==> config.mk <==
export PLATFORM = sky130hd
export DESIGN_NAME = monseq_top
export DESIGN_NICKNAME = d
export VERILOG_FILES = /design/src/rtl/monseq_pkg.sv /design/src/rtl/monseq_slot_ctrl.sv /design/src/rtl/monseq_defer.sv /design/src/rtl/monseq_store.sv /design/src/rtl/monseq_top.sv
export SDC_FILE = /design/constraint.sdc
export NUM_CORES = 1
export LEC_CHECK = 0
export ABC_AREA = 1
export BUFFER_PORTS_ARGS = -buffer_cell sky130_fd_sc_hd__buf_2
export CORE_ASPECT_RATIO = 0.6
export CORE_UTILIZATION = 45
export CTS_BUF_LIST = sky130_fd_sc_hd__clkbuf_4
export CTS_CLUSTER_DIAMETER = 120
export DETAILED_ROUTE_END_ITERATION = 7
export GPL_TIMING_DRIVEN = 0
export PLACE_DENSITY = 0.74
export SYNTH_ARGS = -nofsm -noshare
export SYNTH_HDL_FRONTEND = slang
export SYNTH_SLANG_ARGS = --single-unit
==> constraint.sdc <==
create_clock -name clk -period 0.86 [get_ports clk]
set_clock_uncertainty 0.05 [all_clocks]
set_input_delay 0.043 -clock clk [delete_from_list [all_inputs] [get_ports clk]]
set_output_delay 0.043 -clock clk [all_outputs]
set_load 0.05 [all_outputs]
==> src/rtl/monseq_pkg.sv <==
package monseq_pkg;
  localparam int NUM_SLOTS = 10;
  localparam int SLOT_W    = $clog2(NUM_SLOTS);
  localparam int RAM_DEPTH = NUM_SLOTS - 1;

  typedef enum logic {
    ST_IDLE = 1'b0,
    ST_WAIT = 1'b1
  } seq_state_e;
endpackage

==> src/rtl/monseq_slot_ctrl.sv <==
module monseq_slot_ctrl
  import monseq_pkg::*;
(
  input  logic              clk,
  input  logic              rst_n,
  input  logic              run_i,
  input  logic              pend_busy_i,
  input  logic              conv_done_i,
  output logic              conv_req_o,
  output logic [SLOT_W-1:0] conv_chan_o,
  output logic              accept_o
);
  localparam logic [SLOT_W-1:0] LAST_SLOT = SLOT_W'(NUM_SLOTS - 1);

  seq_state_e        state_q, state_d;
  logic [SLOT_W-1:0] slot_q, slot_d;
  logic              slot_en;

  always_comb begin
    state_d  = state_q;
    slot_d   = slot_q;
    slot_en  = 1'b0;
    accept_o = 1'b0;
    unique case (state_q)
      ST_IDLE: begin
        if (!run_i) begin
          slot_d  = '0;
          slot_en = 1'b1;
        end else if (!pend_busy_i) begin
          state_d = ST_WAIT;
        end
      end
      ST_WAIT: begin
        if (conv_done_i) begin
          accept_o = 1'b1;
          state_d  = ST_IDLE;
          slot_en  = 1'b1;
          slot_d   = (slot_q == LAST_SLOT) ? '0 : slot_q + 1'b1;
        end
      end
      default: state_d = ST_IDLE;
    endcase
  end

  always_ff @(posedge clk or negedge rst_n) begin
    if (!rst_n) begin
      state_q <= ST_IDLE;
      slot_q  <= '0;
    end else begin
      state_q <= state_d;
      if (slot_en) slot_q <= slot_d;
    end
  end

  assign conv_req_o  = (state_q == ST_WAIT);
  assign conv_chan_o = slot_q;

  AST_REQ_NEEDS_RUN: assert property (@(posedge clk) disable iff (!rst_n)
    $rose(conv_req_o) |-> $past(run_i));
  AST_REQ_HOLDS: assert property (@(posedge clk) disable iff (!rst_n)
    (conv_req_o && !conv_done_i) |=> (conv_req_o && $stable(conv_chan_o)));
  AST_SLOT_ENDS: assert property (@(posedge clk) disable iff (!rst_n)
    (conv_req_o && conv_done_i) |=> !conv_req_o);
  AST_NO_REQ_WHILE_HELD: assert property (@(posedge clk) disable iff (!rst_n)
    $rose(conv_req_o) |-> !$past(pend_busy_i));
endmodule

==> src/rtl/monseq_defer.sv <==
module monseq_defer
  import monseq_pkg::*;
#(
  parameter int DATA_W = 8
) (
  input  logic              clk,
  input  logic              rst_n,
  input  logic              host_busy_i,
  input  logic              accept_i,
  input  logic [SLOT_W-1:0] slot_i,
  input  logic [DATA_W-1:0] data_i,
  output logic              pend_v_o,
  output logic              wr_en_o,
  output logic [SLOT_W-1:0] wr_slot_o,
  output logic [DATA_W-1:0] wr_data_o
);
  logic              pend_v_q, pend_v_d;
  logic [SLOT_W-1:0] pend_slot_q;
  logic [DATA_W-1:0] pend_data_q;
  logic              load_en, drain;

  always_comb begin
    drain    = pend_v_q && !host_busy_i;
    load_en  = accept_i && host_busy_i;
    pend_v_d = pend_v_q;
    if (drain)   pend_v_d = 1'b0;
    if (load_en) pend_v_d = 1'b1;
    wr_en_o   = drain || (accept_i && !host_busy_i);
    wr_slot_o = pend_v_q ? pend_slot_q : slot_i;
    wr_data_o = pend_v_q ? pend_data_q : data_i;
  end

  always_ff @(posedge clk or negedge rst_n) begin
    if (!rst_n) pend_v_q <= 1'b0;
    else        pend_v_q <= pend_v_d;
  end

  always_ff @(posedge clk) begin
    if (load_en) begin
      pend_slot_q <= slot_i;
      pend_data_q <= data_i;
    end
  end

  assign pend_v_o = pend_v_q;

  AST_DEFER_HELD: assert property (@(posedge clk) disable iff (!rst_n)
    (accept_i && host_busy_i) |=> pend_v_q);
  AST_SINGLE_HELD: assert property (@(posedge clk) disable iff (!rst_n)
    accept_i |-> !pend_v_q);
endmodule

==> src/rtl/monseq_store.sv <==
module monseq_store
  import monseq_pkg::*;
#(
  parameter int                DATA_W    = 8,
  parameter int                ADDR_W    = 8,
  parameter logic [ADDR_W-1:0] BASE_ADDR = 'h20,
  parameter logic [ADDR_W-1:0] TEMP_ADDR = 'h2F
) (
  input  logic              clk,
  input  logic              wr_en_i,
  input  logic [SLOT_W-1:0] wr_slot_i,
  input  logic [DATA_W-1:0] wr_data_i,
  input  logic [ADDR_W-1:0] rd_addr_i,
  output logic [DATA_W-1:0] rd_data_o
);
  localparam int OFF_W = $clog2(RAM_DEPTH);
  localparam logic [ADDR_W-1:0] END_ADDR = BASE_ADDR + ADDR_W'(RAM_DEPTH);

  logic [DATA_W-1:0] ram_q [RAM_DEPTH];
  logic [DATA_W-1:0] temp_q;
  logic [ADDR_W-1:0] rd_off;

  always_ff @(posedge clk) begin
    if (wr_en_i && wr_slot_i == '0) temp_q <= wr_data_i;
  end

  for (genvar g = 0; g < RAM_DEPTH; g++) begin : g_entry
    always_ff @(posedge clk) begin
      if (wr_en_i && wr_slot_i == SLOT_W'(g + 1)) ram_q[g] <= wr_data_i;
    end
  end

  always_comb begin
    rd_off = rd_addr_i - BASE_ADDR;
    if (rd_addr_i == TEMP_ADDR)
      rd_data_o = temp_q;
    else if (rd_addr_i >= BASE_ADDR && rd_addr_i < END_ADDR)
      rd_data_o = ram_q[rd_off[OFF_W-1:0]];
    else
      rd_data_o = '0;
  end
endmodule

==> src/rtl/monseq_top.sv <==
module monseq_top
  import monseq_pkg::*;
#(
  parameter int                DATA_W    = 8,
  parameter int                ADDR_W    = 8,
  parameter logic [ADDR_W-1:0] BASE_ADDR = 'h20,
  parameter logic [ADDR_W-1:0] TEMP_ADDR = 'h2F
) (
  input  logic              clk,
  input  logic              rst_n,
  input  logic              start_i,
  input  logic              int_clear_i,
  input  logic              host_busy_i,
  input  logic [ADDR_W-1:0] host_addr_i,
  output logic [DATA_W-1:0] host_rdata_o,
  output logic              conv_req_o,
  output logic [SLOT_W-1:0] conv_chan_o,
  input  logic              conv_done_i,
  input  logic [DATA_W-1:0] conv_data_i
);
  logic rst_meta, rst_sync_n;
  logic run, accept, pend_v, wr_en;
  logic [SLOT_W-1:0] wr_slot;
  logic [DATA_W-1:0] wr_data;

  always_ff @(posedge clk or negedge rst_n) begin
    if (!rst_n) begin
      rst_meta   <= 1'b0;
      rst_sync_n <= 1'b0;
    end else begin
      rst_meta   <= 1'b1;
      rst_sync_n <= rst_meta;
    end
  end

  assign run = start_i && !int_clear_i;

  monseq_slot_ctrl u_ctrl (
    .clk         (clk),
    .rst_n       (rst_sync_n),
    .run_i       (run),
    .pend_busy_i (pend_v),
    .conv_done_i (conv_done_i),
    .conv_req_o  (conv_req_o),
    .conv_chan_o (conv_chan_o),
    .accept_o    (accept)
  );

  monseq_defer #(.DATA_W(DATA_W)) u_defer (
    .clk         (clk),
    .rst_n       (rst_sync_n),
    .host_busy_i (host_busy_i),
    .accept_i    (accept),
    .slot_i      (conv_chan_o),
    .data_i      (conv_data_i),
    .pend_v_o    (pend_v),
    .wr_en_o     (wr_en),
    .wr_slot_o   (wr_slot),
    .wr_data_o   (wr_data)
  );

  monseq_store #(
    .DATA_W    (DATA_W),
    .ADDR_W    (ADDR_W),
    .BASE_ADDR (BASE_ADDR),
    .TEMP_ADDR (TEMP_ADDR)
  ) u_store (
    .clk       (clk),
    .wr_en_i   (wr_en),
    .wr_slot_i (wr_slot),
    .wr_data_i (wr_data),
    .rd_addr_i (host_addr_i),
    .rd_data_o (host_rdata_o)
  );

  AST_NO_WRITE_BUSY: assert property (@(posedge clk) disable iff (!rst_sync_n)
    wr_en |-> !host_busy_i);
endmodule

==> results of run 1 <==
## cell usage in the layout (no fill, tap or decap), types with 3 or more instances in the layout
master,n
nor2_4,11
buf_8,8
nand2_1,68
nand2_8,7
clkbuf_4,10
buf_4,10
dfrtp_1,3
buf_6,16
nand3_4,6
edfxtp_1,92
buf_12,7
a21oi_1,5
nand2_2,15
nand2_4,37
buf_2,22
inv_2,6
nor2_1,17
inv_1,4
dlygate4sd3_1,11
dfrtp_2,5
nand3_2,32
nand3_1,31
## stage by stage
| step | total power, mW | setup TNS [ns] | util, % | instance area, µm² |
|---|---|---|---|---|
| after floorplan | 8.02 | -88.06 | - | 4520 |
| after global placement | 8.62 | -115.87 | 54.8 | 4810 |
| after detailed placement | 8.71 | -122.70 | 54.8 | 4810 |
| after CTS | 12.6 | -112.85 | 65.2 | 5730 |
| after global routing | 13.7 | -129.25 | 68.5 | 6020 |
| final | 13.3 | -125.82 | 68.5 | 6020 |
## metal layers
metal	up-vias	GRT usage, %	routed length [µm]
li1	1446	-	-
met1	1580	35.8	5230
met2	174	36.5	5430
met3	36	9.84	1200
met4	0	7.26	245
met5	-	0	0
## cell type report
class | count | area, µm² | share of cell area [%]
plain buffers | 14 | 126 | 2.10
clock buffers | 10 | 75.1 | 1.25
clock inverters | 6 | 88.8 | 1.48
inverters | 13 | 66.3 | 1.10
multi-input cells | 248 | 1890 | 31.4
flip-flops and latches | 100 | 2970 | 49.3
well taps | 112 | 140 | 2.33
repair buffers | 63 | 666 | 11.1
## worst max-delay path, delay by kind of cell, from the launching register on
family | cells | cell delay (ns)
flip-flops | 1 | 0.45
AND/OR/NAND/NOR | 2 | 0.40
buffers and inverters | 2 | 0.28
AO/OA/AOI/OAI | 1 | 0.22
## sequential cells by signal (all words and copies together), names as in the netlist, 4 cells and up
signal	flops
u_ctrl.conv_chan_o	4
u_defer.pend_data_q	8
u_defer.pend_slot_q	4
u_store.ram_q	72
u_store.temp_q	8
## power groups by stage
stage / combinational [mW] / clock, mW / sequential (mW)
2_1_floorplan: 1.53 / 0 / 6.49
3_3_place_gp: 2.38 / 0 / 6.24
3_5_place_dp: 2.45 / 0 / 6.26
4_1_cts: 3.59 / 2.80 / 6.18
5_1_grt: 4.41 / 3.01 / 6.25
6_report: 4.23 / 2.82 / 6.21
## how the worst min path moves through the flow
stage | start | to | slack (ns) | depth (start not counted)
global placement | rst_n | rst_meta | -0.22 | 1
global route | conv_done_i | u_ctrl.conv_chan_o[0] | -0.19 | 3
floorplan | rst_n | rst_meta | -0.30 | 0
finish | conv_done_i | u_ctrl.conv_chan_o[0] | -0.20 | 3
detailed placement | rst_n | rst_sync_n | -0.22 | 1
CTS | conv_done_i | u_ctrl.conv_chan_o[0] | -0.21 | 3
## cell usage after synthesis (all sizes together)
cell type / n / share of area, %
xor2: 1 / 0.21
dfrtp: 8 / 4.8
o22ai: 2 / 0.30
nand3: 69 / 8.5
a21oi: 6 / 0.80
nand2: 119 / 11
nand4: 1 / 0.15
nor3: 2 / 0.77
buf: 13 / 2.5
or2: 2 / 0.30
ha: 2 / 0.60
inv: 13 / 1.2
clkbuf: 1 / 0.089
conb: 1 / 0.089
o21ai: 6 / 0.71
nor2: 29 / 2.6
edfxtp: 92 / 66
## what timing repair did
action	CTS	global route
endpoints found under the hold margin	84	6
cloned	7	2
pin swaps	57	41
endpoints found under the setup margin	191	191
buffers inserted	15	5
resized for setup	107	43
## cells by family after synthesis
logic type	synth area share [%]
simple gates	23.0
buf+inv	3.78
compound gates	1.82
other cells	0.0892
fa+ha+maj	0.595
xor+xnor	0.208
flops	70.5
==> impl_metrics.py, run 1 <==
metrics = {
    "run_status": {
        "status": "finished, violations left",
        "failed_checks": "hold timing, setup timing",
    },
    "clocking": {
        "htreeDepth": 3,
        "cts_root_buffer": "clkbuf_4",
        "cts_buffers": 9,
        "insertion_delay_ns": 0.48,
        "clock_sinks": 100,
        "cts_buffer_depth": 2,
        "postCtsHoldBufs": 11,
        "cts.clk_slew.worst_paths_ns": 0.16,
        "cts_tree": "done",
    },
    "pwr": {
        "powerDensity_nw_per_um2": 2200,
        "pwr-share-seq_pct": 46.9,
        "vdd_drop_max_v": 0.00186,
        "internal_power_mw": 8.63,
        "pwr-share-clk_pct": 21.3,
        "swShare_pct": 34.9,
        "p_leak_nw": 2.26,
        "power.switching_mw": 4.63,
        "p_comb_share_pct": 31.9,
    },
    "synthesis": {
        "netlist_instances": 367,
        "yosysUniqueCellTypes": 25,
        "avgSynthCellArea_um2": 11.5,
        "syn_nets": 391,
        "ys_seq_area_share_pct": 70.5,
        "synth-seq-cells": 100,
        "synth_area_um2": 4200,
        "ys_warn_count": 0,
    },
    "final_layout": {
        "nFillCells": 580,
        "areaGrowthSynthToFinish_pct": 43.2,
        "nets": 473,
        "drive_above_1_share_pct": 46.9,
        "diodes": 0,
        "final_cells": 566,
    },
    "place": {
        "dp.final_hpwl_um": 6310,
        "gp_congestion": 0.820,
        "dp_slack_ns": -1.19,
        "placedCellCount": 510,
        "io_buffer_count": 31,
    },
    "setup_path": {
        "critPathCaptureType": "flop",
        "reg2reg_to": "u_store.ram_q[4][1]",
        "worstRegToRegCells": 5,
        "worst_ep_arrival_time_ns": 1.83,
        "path_cells": "buf_4, buf_6, o21ai_4, nand2_4, nor2_4",
        "critPathSlowestCell": "dfrtp_1",
        "crit_required_ns": 0.96,
        "setup.worst_path.start_class": "flop",
        "rrSetupSlack_ns": -0.87,
        "max_stage_delay_ns": 0.45,
        "path_class": "flop to flop",
        "startpoint": "u_defer.pend_v_o",
        "worstPathMaxFanout": 8,
        "cp-endpoint": "u_store.ram_q[4][1]",
        "worstReg2RegStart": "u_defer.pend_v_o",
    },
    "grt": {
        "grt_max_degree": 17,
        "grt_pass1_wl_um": 17500,
        "grt_overflow": 0,
        "antenna_found_initial": 0,
        "grtUsageTotal_pct": 25.4,
        "first_global_vias": 3081,
    },
    "floorplan": {
        "pin_count": 35,
        "die_width_um": 127,
        "core_um2": 8780,
        "rows": 26,
        "start_util_pct": 47.8,
        "fp.dieH_um": 76.9,
        "die_area_um2": 9740,
    },
    "flow_run": {
        "max_cap_viol_count": 0,
    },
    "drt": {
        "vias": 3236,
        "drtIter0Drc": 369,
        "wl_um": 12100,
        "final_antenna_net_count": 0,
        "firstDrtPassIters": 6,
        "wl_per_cell_um": 21.4,
        "via_per_inst": 5.72,
        "drcViolationCount": 0,
    },
    "sta": {
        "period_minus_slack_ns": 1.73,
        "timing.hold.ws_ns": -0.196,
        "rsz0062_at_grt": "true",
        "worst_pin_slew_ns": 0.666,
        "setup_slack_ns": -0.870,
        "min_period_over_period_pct": 201,
        "hold_viol_final": 5,
        "fmax_mhz": 578,
        "finalSetupViolations": 191,
        "drv_slew": 0,
        "slew_headroom_pct": 55.6,
    },
    "hold_path": {
        "hold_path_class": "input port to flop",
    },
}
Power figures use the tool's default switching activity.
==> run 2: changes to the inputs <==
--- a/config.mk
+++ b/config.mk
@@ -5,7 +5,6 @@
 export SDC_FILE = /design/constraint.sdc
 export NUM_CORES = 1
 export LEC_CHECK = 0
-export ABC_AREA = 1
 export BUFFER_PORTS_ARGS = -buffer_cell sky130_fd_sc_hd__buf_2
 export CORE_ASPECT_RATIO = 0.6
 export CORE_UTILIZATION = 45
==> run 2 against run 1 <==
Effect of this change:
- the run ends with setup timing left
- die area down 3.3%
- clock power down 16%
- non-clock buffer count increased by 6
- global-route usage decreased by 3.7 points
- utilization fell by 2.9 points
- worst setup slack got worse by 0.21 ns
- maximum frequency is 11% lower
- critical path depth shrank 1
- register-to-register slack gained 0.03 ns
- critical path type is now flop to output pin
- critical endpoint is now host_rdata_o[0]
- largest cell class unchanged
- largest power group unchanged
==> impl_metrics.py, run 2 <==
metrics = {
    "clocking": {
        "htreeDepth": 3,
        "cts_tree": "done",
        "cts_root_buffer": "clkbuf_4",
        "cts_buffer_depth": 2,
        "insertion_delay_ns": 0.44,
        "cts.clk_slew.worst_paths_ns": 0.15,
        "clock_sinks": 100,
        "cts_buffers": 9,
    },
    "setup_path": {
        "critPathCaptureType": "output pin",
        "crit_required_ns": 0.77,
        "setup.worst_path.start_class": "flop",
        "worstPathMaxFanout": 1,
        "worstRegToRegCells": 5,
        "reg2reg_to": "u_store.ram_q[3][0]",
        "path_class": "flop to output pin",
        "critPathSlowestCell": "mux4_2",
        "path_cells": "mux4_2, mux2i_1, a22oi_2, buf_6",
        "max_stage_delay_ns": 0.48,
        "rrSetupSlack_ns": -0.84,
        "worstReg2RegStart": "u_defer.pend_v_o",
        "worst_ep_arrival_time_ns": 1.84,
    },
    "synthesis": {
        "yosysUniqueCellTypes": 36,
        "synthTopCellsByArea": "edfxtp_1, mux4_2, dfrtp_1",
        "avgSynthCellArea_um2": 17.6,
        "synth_common_cells": "edfxtp_1, mux4_2, nand2_1, nor2_1, o21ai_0",
        "synth_top_cell_area_share_pct": 68.0,
        "ys_seq_area_share_pct": 73.0,
        "netlist_instances": 231,
        "synthFlopType": "edfxtp_1",
        "synth_most_common_cell": "edfxtp_1",
        "synth-seq-cells": 100,
        "synth_edf_count": 92,
        "synthArstFlopShare_pct": 8.00,
        "yosysTopAreaCell": "edfxtp_1",
        "synth_area_um2": 4060,
        "ys_warn_count": 0,
        "syn_nets": 255,
    },
    "final_layout": {
        "regArea_um2": 2970,
        "multiInputGateArea_um2": 1500,
        "areaGrowthSynthToFinish_pct": 39.3,
        "final_cells": 443,
        "final_common_cell": "edfxtp_1",
        "regMostFlops": "u_store.ram_q",
        "nFillCells": 537,
        "drive_above_1_share_pct": 50.0,
        "largest_reg_flops": 72,
        "stdcell_area_um2": 5660,
        "top_regs": "u_store.ram_q x72, u_defer.pend_data_q x8, u_store.temp_q x8",
        "layout_common_cells": "edfxtp_1, buf_6, buf_2",
        "nets": 349,
    },
    "pwr": {
        "internal_power_mw": 7.06,
        "vdd_drop_max_v": 0.00115,
        "p_comb_share_pct": 15.9,
        "pwr-share-clk_pct": 25.1,
        "swShare_pct": 24.9,
        "p_leak_nw": 1.95,
        "pwr-share-seq_pct": 58.9,
        "powerDensity_nw_per_um2": 1660,
        "power.switching_mw": 2.34,
    },
    "run_status": {
        "status": "finished, violations left",
        "failed_checks": "setup timing",
    },
    "drt": {
        "wl_met1_um": 4120,
        "vias": 2577,
        "final_antenna_net_count": 0,
        "highest_layer": "met4",
        "drcViolationCount": 0,
        "drtIter0Drc": 218,
        "firstDrtPassIters": 4,
        "wl_per_cell_um": 23.2,
        "via_per_inst": 5.82,
        "dr_wl_met3_um": 786,
        "dr_wl_met2_um": 5180,
        "wl_um": 10300,
    },
    "sta": {
        "drv_slew": 0,
        "setup_slack_ns": -1.08,
        "rsz0062_at_grt": "true",
        "worst_pin_slew_ns": 0.739,
        "min_period_over_period_pct": 225,
        "timing.hold.ws_ns": 0.0597,
        "period_minus_slack_ns": 1.94,
        "finalSetupViolations": 194,
        "fmax_mhz": 516,
        "slew_headroom_pct": 50.7,
        "hold_viol_final": 0,
    },
    "grt": {
        "first_global_vias": 2553,
        "grt_pass1_wl_um": 14600,
        "grt_overflow": 0,
        "grtUsageTotal_pct": 21.7,
        "grt_max_degree": 16,
        "antenna_found_initial": 0,
    },
    "place": {
        "dp.final_hpwl_um": 5320,
        "post_dp_cell_area_um2": 4550,
        "placedCellCount": 374,
        "io_buffer_count": 31,
        "gp_congestion": 0.768,
    },
    "flow_run": {
        "max_cap_viol_count": 0,
    },
    "hold_path": {
        "hold_path_class": "flop to asynchronous set/reset pin",
    },
    "floorplan": {
        "die_width_um": 125,
        "rows": 26,
        "start_util_pct": 47.1,
        "core_um2": 8620,
        "die_area_um2": 9420,
        "fp.dieH_um": 75.6,
        "pin_count": 35,
    },
}
-- run 2: cell families after synthesis --
kind of cell / synth area share (%)
flops: 73.0
xor+xnor: 0.216
fa+ha+maj: 0.616
simple gates: 6.10
buf+inv: 1.82
compound gates: 4.87
other cells: 0.0923
mux: 13.3
-- run 2: metrics by stage --
step | setup WS (ns) | total power, mW | setup TNS [ns] | utilization (%)
after detailed placement | -0.895 | 6.48 | -123.89 | 52.8
after global routing | -1.14 | 9.70 | -133.51 | 65.6
final | -1.08 | 9.40 | -126.43 | 65.6
after floorplan | -0.835 | 6.23 | -110.98 | -
after global placement | -0.872 | 6.45 | -119.28 | 52.8
after CTS | -1.09 | 9.22 | -116.36 | 63.6
-- run 2: routing by layer --
layer / GRT usage [%] / vias up
li1: - / 1121
met1: 28.9 / 1321
met5: 0 / -
met3: 4.92 / 18
met2: 37.1 / 117
met4: 5.49 / 0
-- run 2: cell type report --
type / count / share of cell area [%]
Antenna cell: 1 / 0.0442
Buffer: 8 / 1.75
Clock buffer: 10 / 1.33
Clock inverter: 6 / 0.973
Inverter: 5 / 0.332
Multi-Input combinational cell: 126 / 26.4
Sequential cell: 100 / 52.5
Tap cell: 112 / 2.48
Timing Repair Buffer: 75 / 14.1
-- run 2: worst max path at each step --
stage,start,slack (ns),to,cells past startpoint
finish,u_store.ram_q[0][0],-1.08,host_rdata_o[0],4
CTS,u_store.ram_q[3][4],-1.09,host_rdata_o[4],4
floorplan,u_ctrl.conv_req_o,-0.83,u_store.ram_q[2][0],5
global route,u_store.ram_q[7][0],-1.14,host_rdata_o[0],4
detailed placement,host_addr_i[0],-0.89,host_rdata_o[0],6
global placement,host_addr_i[0],-0.87,host_rdata_o[0],6
-- run 2: worst max-delay path, delay by kind of cell, from the launching register on --
family | cells | cell delay [ns]
buffers and inverters | 1 | 0.20
DFF | 1 | 0.40
muxes | 2 | 0.70
AOI/OAI and AO/OA | 1 | 0.11
-- run 2: what timing repair did --
action / in CTS / in global routing
buffers inserted: 21 / 10
pin swaps: 18 / 20
gates cloned: 9 / 0
endpoints found under the hold margin: 96 / 0
resized for setup: 78 / 27
endpoints found under the setup margin: 192 / 194
hold buffers: 14 / 0
-- run 2: power groups by stage --
stage               registers, mW  logic [mW]  clock network [mW]
floorplan                    5.67       0.564                   0
global placement             5.62       0.833                   0
detailed placement           5.63       0.857                   0
CTS                          5.52        1.29                2.41
global route                 5.55        1.56                2.59
finish                       5.54        1.50                2.36
==> run 3: changes to the inputs <==
--- a/config.mk
+++ b/config.mk
@@ -7,12 +7,14 @@
 export LEC_CHECK = 0
 export BUFFER_PORTS_ARGS = -buffer_cell sky130_fd_sc_hd__buf_2
 export CORE_ASPECT_RATIO = 0.6
+export CORE_MARGIN = 1
 export CORE_UTILIZATION = 45
 export CTS_BUF_LIST = sky130_fd_sc_hd__clkbuf_4
 export CTS_CLUSTER_DIAMETER = 120
 export DETAILED_ROUTE_END_ITERATION = 7
 export GPL_TIMING_DRIVEN = 0
 export PLACE_DENSITY = 0.74
+export SKIP_CTS_REPAIR_TIMING = 1
 export SYNTH_ARGS = -nofsm -noshare
 export SYNTH_HDL_FRONTEND = slang
 export SYNTH_SLANG_ARGS = --single-unit
==> run 3 against run 2 <==
Effect of this change:
- the flow finishes with violations (hold timing, setup timing)
- wire length fell by 4.7%
- combinational power is 7% lower
- worst setup slack gained 0.027 ns
- first-iteration DRC count decreased by 5.5%
- final area decreased by 1.5%
- critical path type unchanged
- non-clock buffer count shrank 1
==> impl_metrics.py, run 3 (synthesis gave the netlist of run 2 again) <==
metrics = {
    "grt": {
        "grt_most_used_layer": "met2",
        "grt_use_met1_pct": 24.1,
        "antenna_found_initial": 0,
        "met3_usage_pct": 5.06,
        "grt_overflow": 0,
        "first_global_vias": 2169,
        "grt_pass1_wl_um": 11800,
        "met2_usage_pct": 27.7,
        "grtUsageTotal_pct": 17.5,
        "grt_max_degree": 16,
    },
    "clocking": {
        "cts_buffer_depth": 2,
        "cts_buffers": 9,
        "cts_tree": "done",
        "clock_sinks": 100,
        "insertion_delay_ns": 0.46,
        "cts_root_buffer": "clkbuf_4",
        "htreeDepth": 3,
        "cts.clk_slew.worst_paths_ns": 0.15,
    },
    "sta": {
        "period_minus_slack_ns": 1.91,
        "min_period_over_period_pct": 222,
        "timing.hold.ws_ns": -0.0311,
        "drv_slew": 0,
        "finalSetupViolations": 194,
        "worst_pin_slew_ns": 0.702,
        "fmax_mhz": 524,
        "setup_slack_ns": -1.05,
        "rsz0062_at_grt": "true",
        "hold_viol_final": 1,
        "slew_headroom_pct": 53.2,
        "fin_setup_tns_ns": -127.87,
    },
    "final_layout": {
        "largest_reg_flops": 72,
        "final_common_cell": "edfxtp_1",
        "multiInputGateArea_um2": 1430,
        "post-route-util_pct": 64.6,
        "nets": 348,
        "top_regs": "u_store.ram_q x72, u_defer.pend_data_q x8, u_store.temp_q x8",
        "areaGrowthSynthToFinish_pct": 37.2,
        "regArea_um2": 2970,
        "drive_above_1_share_pct": 49.5,
        "layout_common_cells": "edfxtp_1, buf_6, buf_2",
        "stdcell_area_um2": 5570,
        "regMostFlops": "u_store.ram_q",
        "nFillCells": 542,
    },
    "hold_path": {
        "hold_path_class": "input port to flop",
    },
    "flow_run": {
        "max_cap_viol_count": 0,
    },
    "pwr": {
        "powerDensity_nw_per_um2": 1670,
        "vdd_drop_max_v": 0.00126,
        "p_leak_nw": 1.91,
    },
    "drt": {
        "drtIter0Drc": 206,
        "drcViolationCount": 0,
        "firstDrtPassIters": 5,
        "wl_um": 9770,
        "via_per_inst": 5.81,
        "final_antenna_net_count": 0,
        "wl_per_cell_um": 22.1,
        "vias": 2568,
    },
    "run_status": {
        "status": "finished, violations left",
        "failed_checks": "hold timing, setup timing",
    },
    "place": {
        "io_buffer_count": 31,
        "gp_congestion": 0.768,
        "dp.final_hpwl_um": 5320,
        "post_dp_cell_area_um2": 4550,
    },
    "floorplan": {
        "fp.dieH_um": 75.6,
        "die_width_um": 125,
        "core_um2": 8620,
        "start_util_pct": 47.1,
        "rows": 26,
        "pin_count": 35,
        "die_area_um2": 9420,
    },
    "setup_path": {
        "critPathCaptureType": "output pin",
        "worst_ep_arrival_time_ns": 1.82,
        "setup.worst_path.start_class": "flop",
        "worstPathMaxFanout": 1,
        "crit_required_ns": 0.77,
        "path_class": "flop to output pin",
    },
}
run 3: metrics by stage:
stage	power (mW)	hold WS, ns	setup WS, ns	std cells
floorplan	6.23	-0.303	-0.835	231
finish	9.32	-0.0311	-1.05	442
global placement	6.45	-0.221	-0.872	374
detailed placement	6.48	-0.220	-0.895	374
global route	9.59	-0.0550	-1.15	441
CTS	8.78	-0.727	-1.13	390
run 3: worst paths after layout:
path,start,endpoint,slack [ns],depth (start not counted)
worst max-delay path,u_store.ram_q[7][5],host_rdata_o[5],-1.05,4
worst min-delay path,int_clear_i,u_ctrl.conv_req_o,-0.03,4
worst max register to register,u_defer.pend_v_o,u_store.ram_q[7][0],-0.88,5
worst min register to register,rst_sync_n,u_ctrl.conv_chan_o[0],0.05,0
max in group asynchronous,rst_n,rst_sync_n,0.28,3
min in group asynchronous,rst_sync_n,u_ctrl.conv_chan_o[0],0.05,0
run 3: final cells by class:
class	instances	share of cell area, %
diodes	1	0.0449
plain buffers	8	1.68
clock buffers	10	1.35
clock inverters	6	0.988
inverters	5	0.337
multi-input cells	126	25.7
flip-flops and latches	100	53.3
well taps	112	2.51
repair buffers	74	14.1
run 3: metal layers:
metal / wire length, µm / vias up
li1: - / 1124
met5: 0 / -
met2: 4790 / 100
met3: 544 / 11
met1: 4310 / 1333
met4: 129 / 0
run 3: worst max-delay path, cell delays in order (launching register included):
cell	delay (ns)
edfxtp_1	0.40
mux4_2	0.49
mux2i_2	0.18
a22oi_2	0.08
buf_6	0.20
run 3: power breakdown:
group	switching, mW	total (mW)	internal [mW]
registers	0.0780	5.53	5.45
logic	0.729	1.40	0.672
clock network	1.50	2.39	0.894
